## config.mk

```make
export PLATFORM = sky130hd
export DESIGN_NAME = cfg_prom_reader
export DESIGN_NICKNAME = d
export VERILOG_FILES = /design/src/rtl/cfg_prom_pkg.sv /design/src/rtl/cfg_bit_store.sv /design/src/rtl/cfg_addr_counter.sv /design/src/rtl/cfg_cascade_fsm.sv /design/src/rtl/cfg_prom_reader.sv
export SDC_FILE = /design/constraint.sdc
export NUM_CORES = 1
export LEC_CHECK = 0
export BUFFER_PORTS_ARGS = -buffer_cell sky130_fd_sc_hd__buf_4
export CAP_MARGIN = 20
export CELL_PAD_IN_SITES_DETAIL_PLACEMENT = 0
export CELL_PAD_IN_SITES_GLOBAL_PLACEMENT = 1
export CORE_AREA = 2 2 46 48
export DETAILED_ROUTE_END_ITERATION = 12
export DIE_AREA = 0 0 48 50
export HOLD_SLACK_MARGIN = 0.08
export PLACE_DENSITY_LB_ADDON = 0.1
export SLEW_MARGIN = 0
export SYNTH_ARGS = -nofsm -noshare
export SYNTH_HDL_FRONTEND = slang
export SYNTH_SLANG_ARGS = --single-unit
```

## constraint.sdc

```tcl
create_clock -name clk -period 1.97 [get_ports clk]
set_input_delay 0.394 -clock clk [delete_from_list [all_inputs] [get_ports clk]]
set_output_delay 0.394 -clock clk [all_outputs]
set_load 0.005 [all_outputs]
```

## src/rtl/cfg_prom_pkg.sv

```systemverilog
package cfg_prom_pkg;

    typedef enum logic [1:0] {
        CASC_ARMED  = 2'd0,
        CASC_PASS   = 2'd1,
        CASC_FOLLOW = 2'd2
    } casc_state_t;

    // Preload pattern: parity of the masked low byte of (index ^ seed)
    function automatic logic pattern_bit(input int unsigned idx, input int unsigned seed);
        logic [7:0] v;
        v = 8'(idx ^ seed) & 8'hB5;
        return ^v;
    endfunction

endpackage

```

## src/rtl/cfg_bit_store.sv

```systemverilog
module cfg_bit_store #(
    parameter int unsigned DEPTH = 1024,
    parameter int unsigned SEED  = 0,
    parameter int unsigned AW    = 11
) (
    input  logic [AW-1:0] rd_ptr,
    output logic          rd_bit
);
    localparam int unsigned IW = (DEPTH > 1) ? $clog2(DEPTH) : 1;
    localparam logic [AW-1:0] FULL = AW'(DEPTH);

    logic [DEPTH-1:0] mem;

    initial begin
        for (int unsigned i = 0; i < DEPTH; i++) begin
            mem[i] = cfg_prom_pkg::pattern_bit(i, SEED);
        end
    end

    always_comb begin
        rd_bit = (rd_ptr < FULL) ? mem[rd_ptr[IW-1:0]] : 1'b0;
    end
endmodule

```

## src/rtl/cfg_addr_counter.sv

```systemverilog
module cfg_addr_counter #(
    parameter int unsigned DEPTH = 1024,
    parameter int unsigned AW    = 11
) (
    input  logic          clk,
    input  logic          rst_hit,
    input  logic          step_en,
    output logic [AW-1:0] ptr,
    output logic          at_end,
    output logic          last_step
);
    localparam logic [AW-1:0] FULL     = AW'(DEPTH);
    localparam logic [AW-1:0] LAST_IDX = AW'(DEPTH - 1);

    always_ff @(posedge clk or posedge rst_hit) begin
        if (rst_hit) begin
            ptr <= '0;
        end else if (step_en && !at_end) begin
            ptr <= ptr + 1'b1;
        end
    end

    always_comb begin
        at_end    = (ptr == FULL);
        last_step = step_en && (ptr == LAST_IDX);
    end
endmodule

```

## src/rtl/cfg_cascade_fsm.sv

```systemverilog
module cfg_cascade_fsm
    import cfg_prom_pkg::*;
(
    input  logic clk,
    input  logic rst_hit,
    input  logic ser_en,
    input  logic ce_n,
    input  logic last_step,
    output logic ceo_n
);
    casc_state_t state_q, state_d;

    always_ff @(posedge clk or posedge rst_hit) begin
        if (rst_hit) begin
            state_q <= CASC_ARMED;
        end else begin
            state_q <= state_d;
        end
    end

    always_comb begin
        state_d = state_q;
        unique case (state_q)
            CASC_ARMED:  if (ser_en && last_step) state_d = CASC_PASS;
            CASC_PASS:   if (ser_en && ce_n)      state_d = CASC_FOLLOW;
            CASC_FOLLOW: state_d = CASC_FOLLOW;
            default:     state_d = CASC_ARMED;
        endcase
    end

    always_comb begin
        ceo_n = 1'b1;
        if (ser_en) begin
            unique case (state_q)
                CASC_ARMED:  ceo_n = 1'b1;
                CASC_PASS:   ceo_n = 1'b0;
                CASC_FOLLOW: ceo_n = ce_n;
                default:     ceo_n = 1'b1;
            endcase
        end
    end
endmodule

```

## src/rtl/cfg_prom_reader.sv

```systemverilog
module cfg_prom_reader #(
    parameter int unsigned DEPTH           = 1024,
    parameter int unsigned SEED            = 0,
    parameter bit          RST_ACTIVE_HIGH = 1'b1
) (
    input  logic clk,
    input  logic ser_en,
    input  logic ce_n,
    input  logic rst_oe,
    output logic data_o,
    output logic data_oe,
    output logic ceo_n
);
    localparam int unsigned AW = $clog2(DEPTH + 1);

    logic          rst_hit;
    logic          enabled;
    logic [AW-1:0] rd_ptr;
    logic          at_end;
    logic          last_step;
    logic          rd_bit;

    generate
        if (RST_ACTIVE_HIGH) begin : g_rst_high
            assign rst_hit = rst_oe;
        end else begin : g_rst_low
            assign rst_hit = ~rst_oe;
        end
    endgenerate

    assign enabled = ser_en & ~ce_n & ~rst_hit;

    cfg_addr_counter #(.DEPTH(DEPTH), .AW(AW)) ctr_i (
        .clk       (clk),
        .rst_hit   (rst_hit),
        .step_en   (enabled),
        .ptr       (rd_ptr),
        .at_end    (at_end),
        .last_step (last_step)
    );

    cfg_bit_store #(.DEPTH(DEPTH), .SEED(SEED), .AW(AW)) store_i (
        .rd_ptr (rd_ptr),
        .rd_bit (rd_bit)
    );

    cfg_cascade_fsm casc_i (
        .clk       (clk),
        .rst_hit   (rst_hit),
        .ser_en    (ser_en),
        .ce_n      (ce_n),
        .last_step (last_step),
        .ceo_n     (ceo_n)
    );

    assign data_oe = enabled & ~at_end;
    assign data_o  = data_oe ? rd_bit : 1'b0;
endmodule

```

Yosys cells after proc, flatten, opt, wreduce, memory -nomap -nowiden
Memories as Yosys holds them, arrays and structs flattened.
Index checks and enable logic that the tools add are counted.
Widths: inputs -> output; s select.

operators by class
  $add $sub $neg = 1
  multipliers = 0
  divide/modulo/power cells = 0
  magnitude comparators = 2
  equal/unequal tests = 6
  shifts and indexed selects = 0
  multiplexer cells = 8
  bitwise operators = 6
  reduce and logical (&&, ||, !) cells = 7

operators by type and width
  operator               number
  $add 11x1->11 const B  1
  $eq 11x10->1 const B   1
  $eq 11x11->1 const B   1
  $lt 10x11->1 const B   1
  $lt 11x11->1 const B   1
  $pmux 2 s3             1
  $logic_and 1x1->1      4
  $mux 1                 4
  $mux 2                 2
  $ne 2x1->1 const B     2
  $and 1x1->1            3
  $not 1->1              3
  $eq 2x1->1 const B     1
  $eq 2x2->1 const B     1
  $logic_not 2->1        1
  $pmux 1 s2             1
  $reduce_and 2->1       1
  $logic_not 1->1        1

word-level totals
  bits in registers = 13
  latch bits = 0
  bits in writable memories = 0
  ROM bits = 1024
  bits of input ports = 4
  output and inout bits = 3
  word-level logic and storage cells = 33
  memories = 1

memories
  memory           depth  bits a word  rd ports  clocked after memory_dff  write ports  line                 text
  (no name shown)  1024   1            1         0                         0            cfg_bit_store.sv:21  rd_bit = (rd_ptr < FULL) ? mem[rd_ptr[IW-1:0]] : 1'b0;

Longest topological paths before layout
Gate-level depths: netlist (run 1).

  word-level depth = 7
  depth in mapped cells = 5
  depth with buffers taken out = 5

Modules after synthesis
A second synthesis (run 1) with hierarchy kept.

unflattened totals
  cell total of the unflattened synthesis = 71
  area, all modules = 809.5 um^2

by module, submodules not included
  module            times used  cells an instance  area an instance (um^2)  sequential area each (um^2)
  cfg_addr_counter  1           47                 549.3                    275.3
  cfg_cascade_fsm   1           17                 160.2                    50.0
  cfg_bit_store     1           4                  62.6                     0.0
  cfg_prom_reader   1           3                  37.5                     0.0

Worst setup path before layout (run 1)
OpenSTA, ideal clock, no wires.

  path type = register -> register
  start point = reg ctr_i.ptr[0]
  end point = reg casc_i.state_q[0]
  library setup time = 0.125 ns
  data arrival time = 1.690 ns
  required time = 1.845 ns
  slack = 0.155 ns
  stages on the path, launching flop included = 6
  buffers on the path = 0
  period minus slack after synthesis = 1.815 ns
  cell sequence = dfrtp_1 -> ha_1 -> nand4_1 -> or4_1 -> a22o_1 -> mux2_4

between the ends
  longest elaborated chain between the ends = 5

RTL lines
  what                               line                    text
  from (decl)                        cfg_addr_counter.sv:8   output logic [AW-1:0] ptr,
  from (signal assigned)             cfg_addr_counter.sv:19  ptr <= ptr + 1'b1;
  $eq 11x10->1                       cfg_addr_counter.sv:25  last_step = step_en && (ptr == LAST_IDX);
  $logic_and 1x1->1                  cfg_addr_counter.sv:25
  $logic_and 1x1->1                  cfg_cascade_fsm.sv:24   CASC_ARMED: if (ser_en && last_step) state_d = CASC_PASS;
  $ne 2x1->1 (no source line)        -
  $reduce_and 2->1 (no source line)  -
  to (signal assigned)               cfg_cascade_fsm.sv:17   state_q <= state_d;
  to (decl)                          cfg_cascade_fsm.sv:11   casc_state_t state_q, state_d;

Every way passes these cells.
A chain may end at the register's enable or synchronous reset.

Worst setup path after layout (run 1)
  start point = reg ctr_i.ptr[4]
  end point = out data_oe

between the ends
  longest elaborated chain between the ends = 3

RTL lines
  what          line                    text
  $eq 11x11->1  cfg_addr_counter.sv:24  at_end = (ptr == FULL);
  $not 1->1     cfg_prom_reader.sv:56   assign data_oe = enabled & ~at_end;
  $and 1x1->1   cfg_prom_reader.sv:56
  to (decl)     cfg_prom_reader.sv:11   output logic data_oe,

Every way passes these cells.

==> results.md, run 1 <==
* Critical path buffers and inverters at 1
* Die area at 0.00240 mm²
* Global-route wire length before repair at approximately 2.6 mm
* Core Area at 0.00190 mm²
* Routed WL per cell at ~13 µm
* Initial Utilization at 41.6%
* CP max stage cell: dfrtp_2
* Area delta synth->final at 21.8%
* Sw Pwr at 0.298 mW
* Maximum vdd drop at 0.471 mV
* Post-layout minimum cycle time at 1.94 ns
* P_int at 0.557 mW
* Status: completed
* CTS buffer count at 3
* Netlist cell types at 24
* Class of the worst hold path: in -> async
* P_leak at around 0.43 nW
* DRT iter0 DRCs at 14
* Area contributors post-synth: dfrtp_1 41%, xnor2_1 10%, ha_1 9.5%, xor2_1 5.5%, nand4_1 4.0%
* Syn Std Cell Area at 791 µm²
* Ant diodes at 0
* Grt total ovfl at 0
* Share of the synthesized area in the top cell type at 41.1%
* Pre-CTS setup slack at 0.118 ns
* Clock Path Buffers at 2
* PD cells at 888 mW/mm²
* # IOs at 7
* Detailed-route via count at 581
* Final cell count without fillers at 115
* Max-Cap Viols at 0
* DPL Wire Length at 1.08 mm
* Final hold vios at 0
* CTS tree: done
* RePlAce Congestion at 0.753
* Final-report setup violation count at 0
* Total power at 0.855 mW
* Gate power share at 32.3%
* IO Port Bufs at 6
* Worst Setup End Kind: primary output
* Clock Latency Late Sink at 0.28 ns
* Largest stage delay, worst path at between 0.4 and 0.5 ns
* CTS sink count at 13
* Width of the die at 48 µm
* Die Ht at ~50 µm
* Yosys reg bits at 13
* Vias in the first global route at ~580
* Top delay family on crit path: simple AND/OR/NAND/NOR gates
* Critical-path cell list: nor4b_4, nand4b_1, and2_4, buf_4
* Data arrival, critical path at around 1.6 ns
* Fin crit share at 98.6%
* Critical path type: reg -> out
* Largest net degree at the start of global routing at 14
* Final WL at roughly 1.5 mm
* RSZ-0062 raised after global routing: yes
* Worst setup SP type: flop
* Root buffer cell: clkbuf_4
* Yosys top cell by area: dfrtp_1
* Post-Synthesis Net Count at 84
* Synth Area per Inst at 10.7 µm²
* Antenna-violating nets left at 0
* Clock transition at the registers of the reported paths at 0.09 ns
* Total Routing Usage GR at 15.8%
* DRC violations left at 0
* Clock power share at 20.3%
* Antenna violations before repair at 0
* Slew Viols, Final at 0
* Slew HR at 65.1%
* Setup Skew at 0.00666 ns
* Layout Nets at about 100
* Setup WS post-layout at roughly 0.027 ns
* Share of post-route cells with drive strength above 1 at around 28%
* Switching Fraction at 34.9%
* Std-Cell Rows at 16
* Synth warn at 0
* Mapped Cells at 74
* CTS H-tree lvls at 1
* Register area share after synthesis at 41.1%
* CP required at 1.58 ns
* Max Fclk at around 0.5 GHz
* CP max FO at 5
* Vias per cell at 5.05
* Seq pwr share at between 40% and 50%
* Placed instance count at roughly 110
* Slew at the pin closest to its max-slew limit at approximately 0.52 ns
* DRT Pass-1 Iters at 4
synth_stat cells:
library cell,count
mux2i_1,1
nand4bb_1,1
ha_1,6
buf_2,1
inv_1,6
nand4b_1,1
and2_0,1
mux2_2,1
a22o_1,1
nor3b_1,1
nand3_1,4
xnor2_1,9
or3b_2,1
nor4b_1,1
nand4_1,5
dfrtp_1,13
nor3_1,3
nand2_1,4
and2_1,1
mux2_4,2
or4_1,1
buf_4,2
xor2_1,5
nor4_1,3
what timing repair did:
| action | in CTS | in global routing |
|---|---|---|
| hold buffers | 0 | 0 |
| pin swaps | 1 | 2 |
| setup endpoints to repair | 2 | 2 |
| buffers inserted | 2 | 0 |
| gates resized for setup | 4 | 5 |
path summary, 6_finish.rpt:
kind | from | slack (ns) | to | cells past startpoint
max in group asynchronous | rst_oe | 1.43 | ctr_i.ptr[5]$_DFFE_PP0P_ | 2
min in group clk | ctr_i.ptr[9]$_DFFE_PP0P_ | 0.49 | ctr_i.ptr[9]$_DFFE_PP0P_ | 1
worst max-delay path | ctr_i.ptr[4]$_DFFE_PP0P_ | 0.03 | data_oe | 4
worst min-delay path | rst_oe | 0.16 | casc_i.state_q[0]$_DFFE_PP0P_ | 2
worst min register to register | ctr_i.ptr[9]$_DFFE_PP0P_ | 0.49 | ctr_i.ptr[9]$_DFFE_PP0P_ | 1
worst max register to register | ctr_i.ptr[1]$_DFFE_PP0P_ | 0.10 | casc_i.state_q[1]$_DFFE_PP0P_ | 5
cell usage in the layout, fill, tap and decap left out, drive strengths merged, types with 2 or more instances in the layout:
master and instances:
clkbuf 4, and2 2, ha 6, xor2 5, nand3 4, nor3 3, nand2 4, inv 6
buf 13, mux2 3, nand4 5, xnor2 9, dfrtp 13, nor4 3
registers in the layout, indices dropped and copies added, names as in the netlist:
name            cells
ctr_i.ptr          11
casc_i.state_q      2
power by group through the flow:
stage / clock [mW] / sequential, mW / combinational [mW]
floorplan: 0 / 0.373 / 0.209
global placement: 0 / 0.402 / 0.256
detailed placement: 0 / 0.401 / 0.262
CTS: 0.180 / 0.399 / 0.267
global route: 0.200 / 0.416 / 0.304
finish: 0.173 / 0.406 / 0.276
through the flow:
step / TNS, ns / utilization (%) / hold WS, ns / area [µm²]
finish: 0 / 50.7 / 0.155 / 963
global route: -0.104 / 50.7 / 0.192 / 963
CTS: 0 / 49.3 / 0.172 / 938
detailed placement: 0 / 46.6 / 0.485 / 887
global placement: 0 / 46.6 / 0.482 / 887
floorplan: 0 / - / 0.271 / 791
cells by family after synthesis:
kind of cell,synth area share [%]
AOI/OAI and AO/OA,1.11
muxes,6.49
adders and majority gates,9.49
buffers and inverters,5.38
xor gates and xnor gates,15.5
DFF,41.1
and+or+nand+nor,20.9
cell type report:
type	count	area [µm²]
fillers	193	938
multi-input cells	52	448
flip-flops and latches	13	328
repair buffers	13	105
well taps	27	33.8
clock buffers	4	26.3
inverters	6	22.5
metal layers:
| layer | wire length, µm | share of wire, % | global-route usage, % |
|---|---|---|---|
| met1 | 751 | 49 | 20.4 |
| met2 | 669 | 44 | 22.7 |
| met3 | 55 | 3.6 | 4.40 |
| met4 | 49 | 3.2 | 9.46 |
| met5 | 0 | 0 | 0 |
No activity file was read; power rests on OpenSTA's default activity.
==> inputs of run 2 (changes only) <==
--- a/config.mk
+++ b/config.mk
@@ -5,13 +5,14 @@
 export SDC_FILE = /design/constraint.sdc
 export NUM_CORES = 1
 export LEC_CHECK = 0
+export ABC_AREA = 1
 export BUFFER_PORTS_ARGS = -buffer_cell sky130_fd_sc_hd__buf_4
 export CAP_MARGIN = 20
 export CELL_PAD_IN_SITES_DETAIL_PLACEMENT = 0
 export CELL_PAD_IN_SITES_GLOBAL_PLACEMENT = 1
-export CORE_AREA = 2 2 46 48
+export CORE_AREA = 2 2 51 53
 export DETAILED_ROUTE_END_ITERATION = 12
-export DIE_AREA = 0 0 48 50
+export DIE_AREA = 0 0 53 55
 export HOLD_SLACK_MARGIN = 0.08
 export PLACE_DENSITY_LB_ADDON = 0.1
 export SLEW_MARGIN = 0
==> run 2 against run 1 <==
Against the previous run: sequential share of layout area fell by 5.3 points; synthesized cell count rose by 74%; critical path type unchanged; largest cell class unchanged; cell count rose by 56%; utilization fell by 2.1 points; design area rose by 19%; first-iteration DRC count rose by 57%; highest routed layer unchanged; largest power group unchanged; clock skew fell by 0.0031 ns; global-route usage rose by 1.4 points; area after synthesis rose by 20%; count of clock-buffer cells in the layout did not move.
==> results.md, run 2 <==
* DRT Pass-1 Iters at 4 (unchanged)
* Netlist cell types at 24 (unchanged)
* DR WL met2 at 975 µm (was 669 µm)
* DRC violations left at 0 (unchanged)
* Pre-CTS setup slack at 0.239 ns (was 0.118 ns)
* Commonest register cell after synthesis: dfrtp_1 (unchanged)
* Syn Std Cell Area at 948 µm² (was 791 µm²)
* Detailed-route via count at 858 (was 581)
* Switching Fraction at 35.1% (was 34.9%)
* Most frequent cells in the layout: 53 x nand2_1, 17 x buf_4, 12 x inv_1, 10 x dfrtp_1, 9 x nor2_1 (was 11 x dfrtp_1, 11 x buf_4, 8 x xnor2_1, 6 x inv_1, 6 x ha_1)
* Worst setup SP type: flop (unchanged)
* Register area share after synthesis at 34.3% (was 41.1%)
* Synth warn at 0 (unchanged)
* Number of fill cells in the layout at 246 (was 193)
* Initial Utilization at 40.1% (was 41.6%)
* Area delta synth->final at 21.0% (was 21.8%)
* CP required at 1.58 ns (about the same)
* P_int at 0.510 mW (was 0.557 mW)
* Max Fclk at 0.543 GHz (was 0.515 GHz)
* DRT iter0 DRCs at 22 (was 14)
* CTS tree: done (unchanged)
* Clock power share at 21.4% (was 20.3%)
* Max-Cap Viols at 0 (unchanged)
* Root buffer cell: clkbuf_4 (unchanged)
* Critical path type: reg -> out (unchanged)
* Setup WS post-layout at 0.129 ns (was 0.0272 ns)
* Slew at the pin closest to its max-slew limit at 0.353 ns (was 0.523 ns)
* CP max FO at 6 (was 5)
* Share of the synthesized area in the top cell type at 34.3% (was 41.1%)
* Final-report setup violation count at 0 (unchanged)
* Post-synth EDFFs at 0 (unchanged)
* Vias in the first global route at 802 (was 583)
* Vias per cell at 4.79 (was 5.05)
* Antenna violations before repair at 0 (unchanged)
* Data arrival, critical path at 1.45 ns (was 1.55 ns)
* WL met3 at 86 µm (was 55 µm)
* Final hold vios at 0 (unchanged)
* Yosys top cell by area: dfrtp_1 (unchanged)
* Global-route wire length before repair at 3.57 mm (was 2.59 mm)
* P_leak at 0.534 nW (was 0.429 nW)
* Slew HR at 76.4% (was 65.1%)
* Slew Viols, Final at 0 (unchanged)
* Top-count cell post-synth: nand2_1 (was dfrtp_1)
* CTS buffer count at 3 (unchanged)
* DPL Wire Length at 1.49 mm (was 1.08 mm)
* Most flop-heavy register: ctr_i.ptr (unchanged)
* Final WL at 2.01 mm (was 1.53 mm)
* Largest registers: ctr_i.ptr (11), casc_i.state_q (2) (unchanged)
* Post-layout minimum cycle time at 1.84 ns (was 1.94 ns)
* Std-Cell Rows at 18 (was 16)
* Max reg flops at 11 (unchanged)
* Ant diodes at 0 (unchanged)
* Die area at 0.00292 mm² (was 0.00240 mm²)
* Layout Nets at 160 (was 99)
* Clock transition at the registers of the reported paths at 0.08 ns (was 0.09 ns)
* Mapped Cells at 129 (was 74)
* Top cells by count, synth: 54 x nand2_1, 13 x dfrtp_1, 12 x inv_1, 9 x nor2_1, 7 x nand3_1 (was 13 x dfrtp_1, 9 x xnor2_1, 6 x ha_1, 6 x inv_1)
* Clock Latency Late Sink at 0.28 ns (about the same)
* RePlAce Congestion at 0.805 (was 0.753)
* # IOs at 7 (unchanged)
* Worst Setup End Kind: primary output (unchanged)
* Ys async rst share at 100% (unchanged)
* CTS sink count at 13 (unchanged)
* Width of the die at 53 µm (was 48 µm)
* IO Port Bufs at 6 (unchanged)
* Clock Path Buffers at 2 (unchanged)
* Total power at 0.785 mW (was 0.855 mW)
* Largest net degree at the start of global routing at 15 (was 14)
* Class of the worst hold path: in -> async (unchanged)
* Status: completed (unchanged)
* Sw Pwr at 0.275 mW (was 0.298 mW)
* CTS H-tree lvls at 1 (unchanged)
* Fin crit share at 93.4% (was 98.6%)
* Leading cell type in the layout, fill and taps excluded: nand2_1
* Register Area at 329 µm² (was 328 µm²)
* Maximum vdd drop at 0.499 mV (was 0.471 mV)
* Met1 Wirelength at 932 µm (was 751 µm)
* Seq pwr share at 42.5% (was 47.5%)
* Die Ht at 55 µm (was 50 µm)
* Yosys reg bits at 13 (unchanged)
* Antenna-violating nets left at 0 (unchanged)
* Total Routing Usage GR at 17.2% (was 15.8%)
* Highest metal used: met4 (unchanged)
* Area contributors post-synth: dfrtp_1 34%, nand2_1 21%, ha_1 7.9%, inv_1 4.7%, xnor2_1 4.6% (was dfrtp_1 41%, xnor2_1 10%, ha_1 9.5%, xor2_1 5.5%, nand4_1 4.0%)
* Fin Setup TNS at 0 ns (unchanged)
* Hold_buf cts at 0 (unchanged)
* Post-Synthesis Net Count at 139 (was 84)
* Core Area at 0.00236 mm² (was 0.00190 mm²)
* Grt total ovfl at 0 (unchanged)
* Share of post-route cells with drive strength above 1 at 23.5% (was 28.4%)
* Synth Area per Inst at 7.35 µm² (was 10.7 µm²)
* PD cells at 684 mW/mm² (was 888 mW/mm²)
* Routed WL per cell at 11.2 µm (was 13.3 µm)
* Gate power share at 36.2% (was 32.3%)
* Final core occ at 48.5% (was 50.7%)
* Setup Skew at 0.00356 ns (was 0.00666 ns)
* Area of the multi-input gates at 578 µm² (was 448 µm²)
[run 2: cell types whose count changed after synthesis, sizes merged, moves of 3 or more]
| cell | delta |
|---|---|
| mux2 | -3 |
| xor2 | -4 |
| nand3 | +4 |
| nor2 | +13 |
| inv | +7 |
| o21ai | +5 |
| nand2 | +51 |
| nor4 | -3 |
| xnor2 | -4 |
[run 2: area by class of cell]
cell class                 instances  area share, %
clock buffer                       4           2.29
multi-input combinational        102           50.4
sequential                        13           28.7
timing repair buffer              17           11.1
inverter                          13           4.25
tap                               30           3.27
[run 2: metal layers]
metal	vias to the layer above	GRT usage, %
met5	-	0
met4	0	8.12
met3	2	2.42
met2	19	27.5
met1	391	23.0
li1	446	-
[run 2: final timing paths]
kind,from,end,slack [ns],cells after the start
worst max-delay path,ctr_i.ptr[6]$_DFFE_PP0P_,data_oe,0.13,5
worst min-delay path,rst_oe,casc_i.state_q[1]$_DFFE_PP0P_,0.14,3
worst max register to register,ctr_i.ptr[0]$_DFFE_PP0P_,casc_i.state_q[0]$_DFFE_PP0P_,0.49,9
worst min register to register,ctr_i.ptr[1]$_DFFE_PP0P_,ctr_i.ptr[1]$_DFFE_PP0P_,0.51,2
max in group asynchronous,rst_oe,ctr_i.ptr[5]$_DFFE_PP0P_,1.64,3
min in group clk,ce_n,casc_i.state_q[1]$_DFFE_PP0P_,0.51,5
[run 2: critical path: stages (launching register included)]
cell	delay (ns)
dfrtp_1	0.47
nor2_1	0.16
nand4_2	0.19
nor2_4	0.15
nor2_4	0.07
buf_4	0.14
[run 2: repair_timing]
| action | in CTS | in global routing |
|---|---|---|
| buffers inserted | 0 | 8 |
| gates cloned | 0 | 0 |
| setup endpoints to repair | 1 | 2 |
| pin swaps | 0 | 1 |
| hold endpoints to repair | 0 | 0 |
| resized for setup | 1 | 7 |
[run 2: per-stage QoR]
stage | std cells | hold slack [ns] | instance area, µm²
after global routing | 179 | 0.133 | 1150
after floorplan | 129 | 0.279 | 948
after detailed placement | 167 | 0.440 | 1040
final | 179 | 0.139 | 1150
after CTS | 171 | 0.137 | 1070
after global placement | 167 | 0.442 | 1040
[run 2: kinds of logic after synthesis]
logic type | synth area share (%)
and+or+nand+nor | 39.7
buffers and inverters | 6.33
DFF | 34.3
AOI/OAI and AO/OA | 6.20
xor gates and xnor gates | 5.54
adders and majority gates | 7.92
[run 2: power groups by stage]
| stage | Clock (mW) | Sequential, mW | Combinational, mW |
|---|---|---|---|
| floorplan | 0 | 0.343 | 0.174 |
| global placement | 0 | 0.346 | 0.223 |
| detailed placement | 0 | 0.346 | 0.223 |
| CTS | 0.178 | 0.340 | 0.224 |
| global route | 0.199 | 0.338 | 0.326 |
| finish | 0.168 | 0.333 | 0.284 |
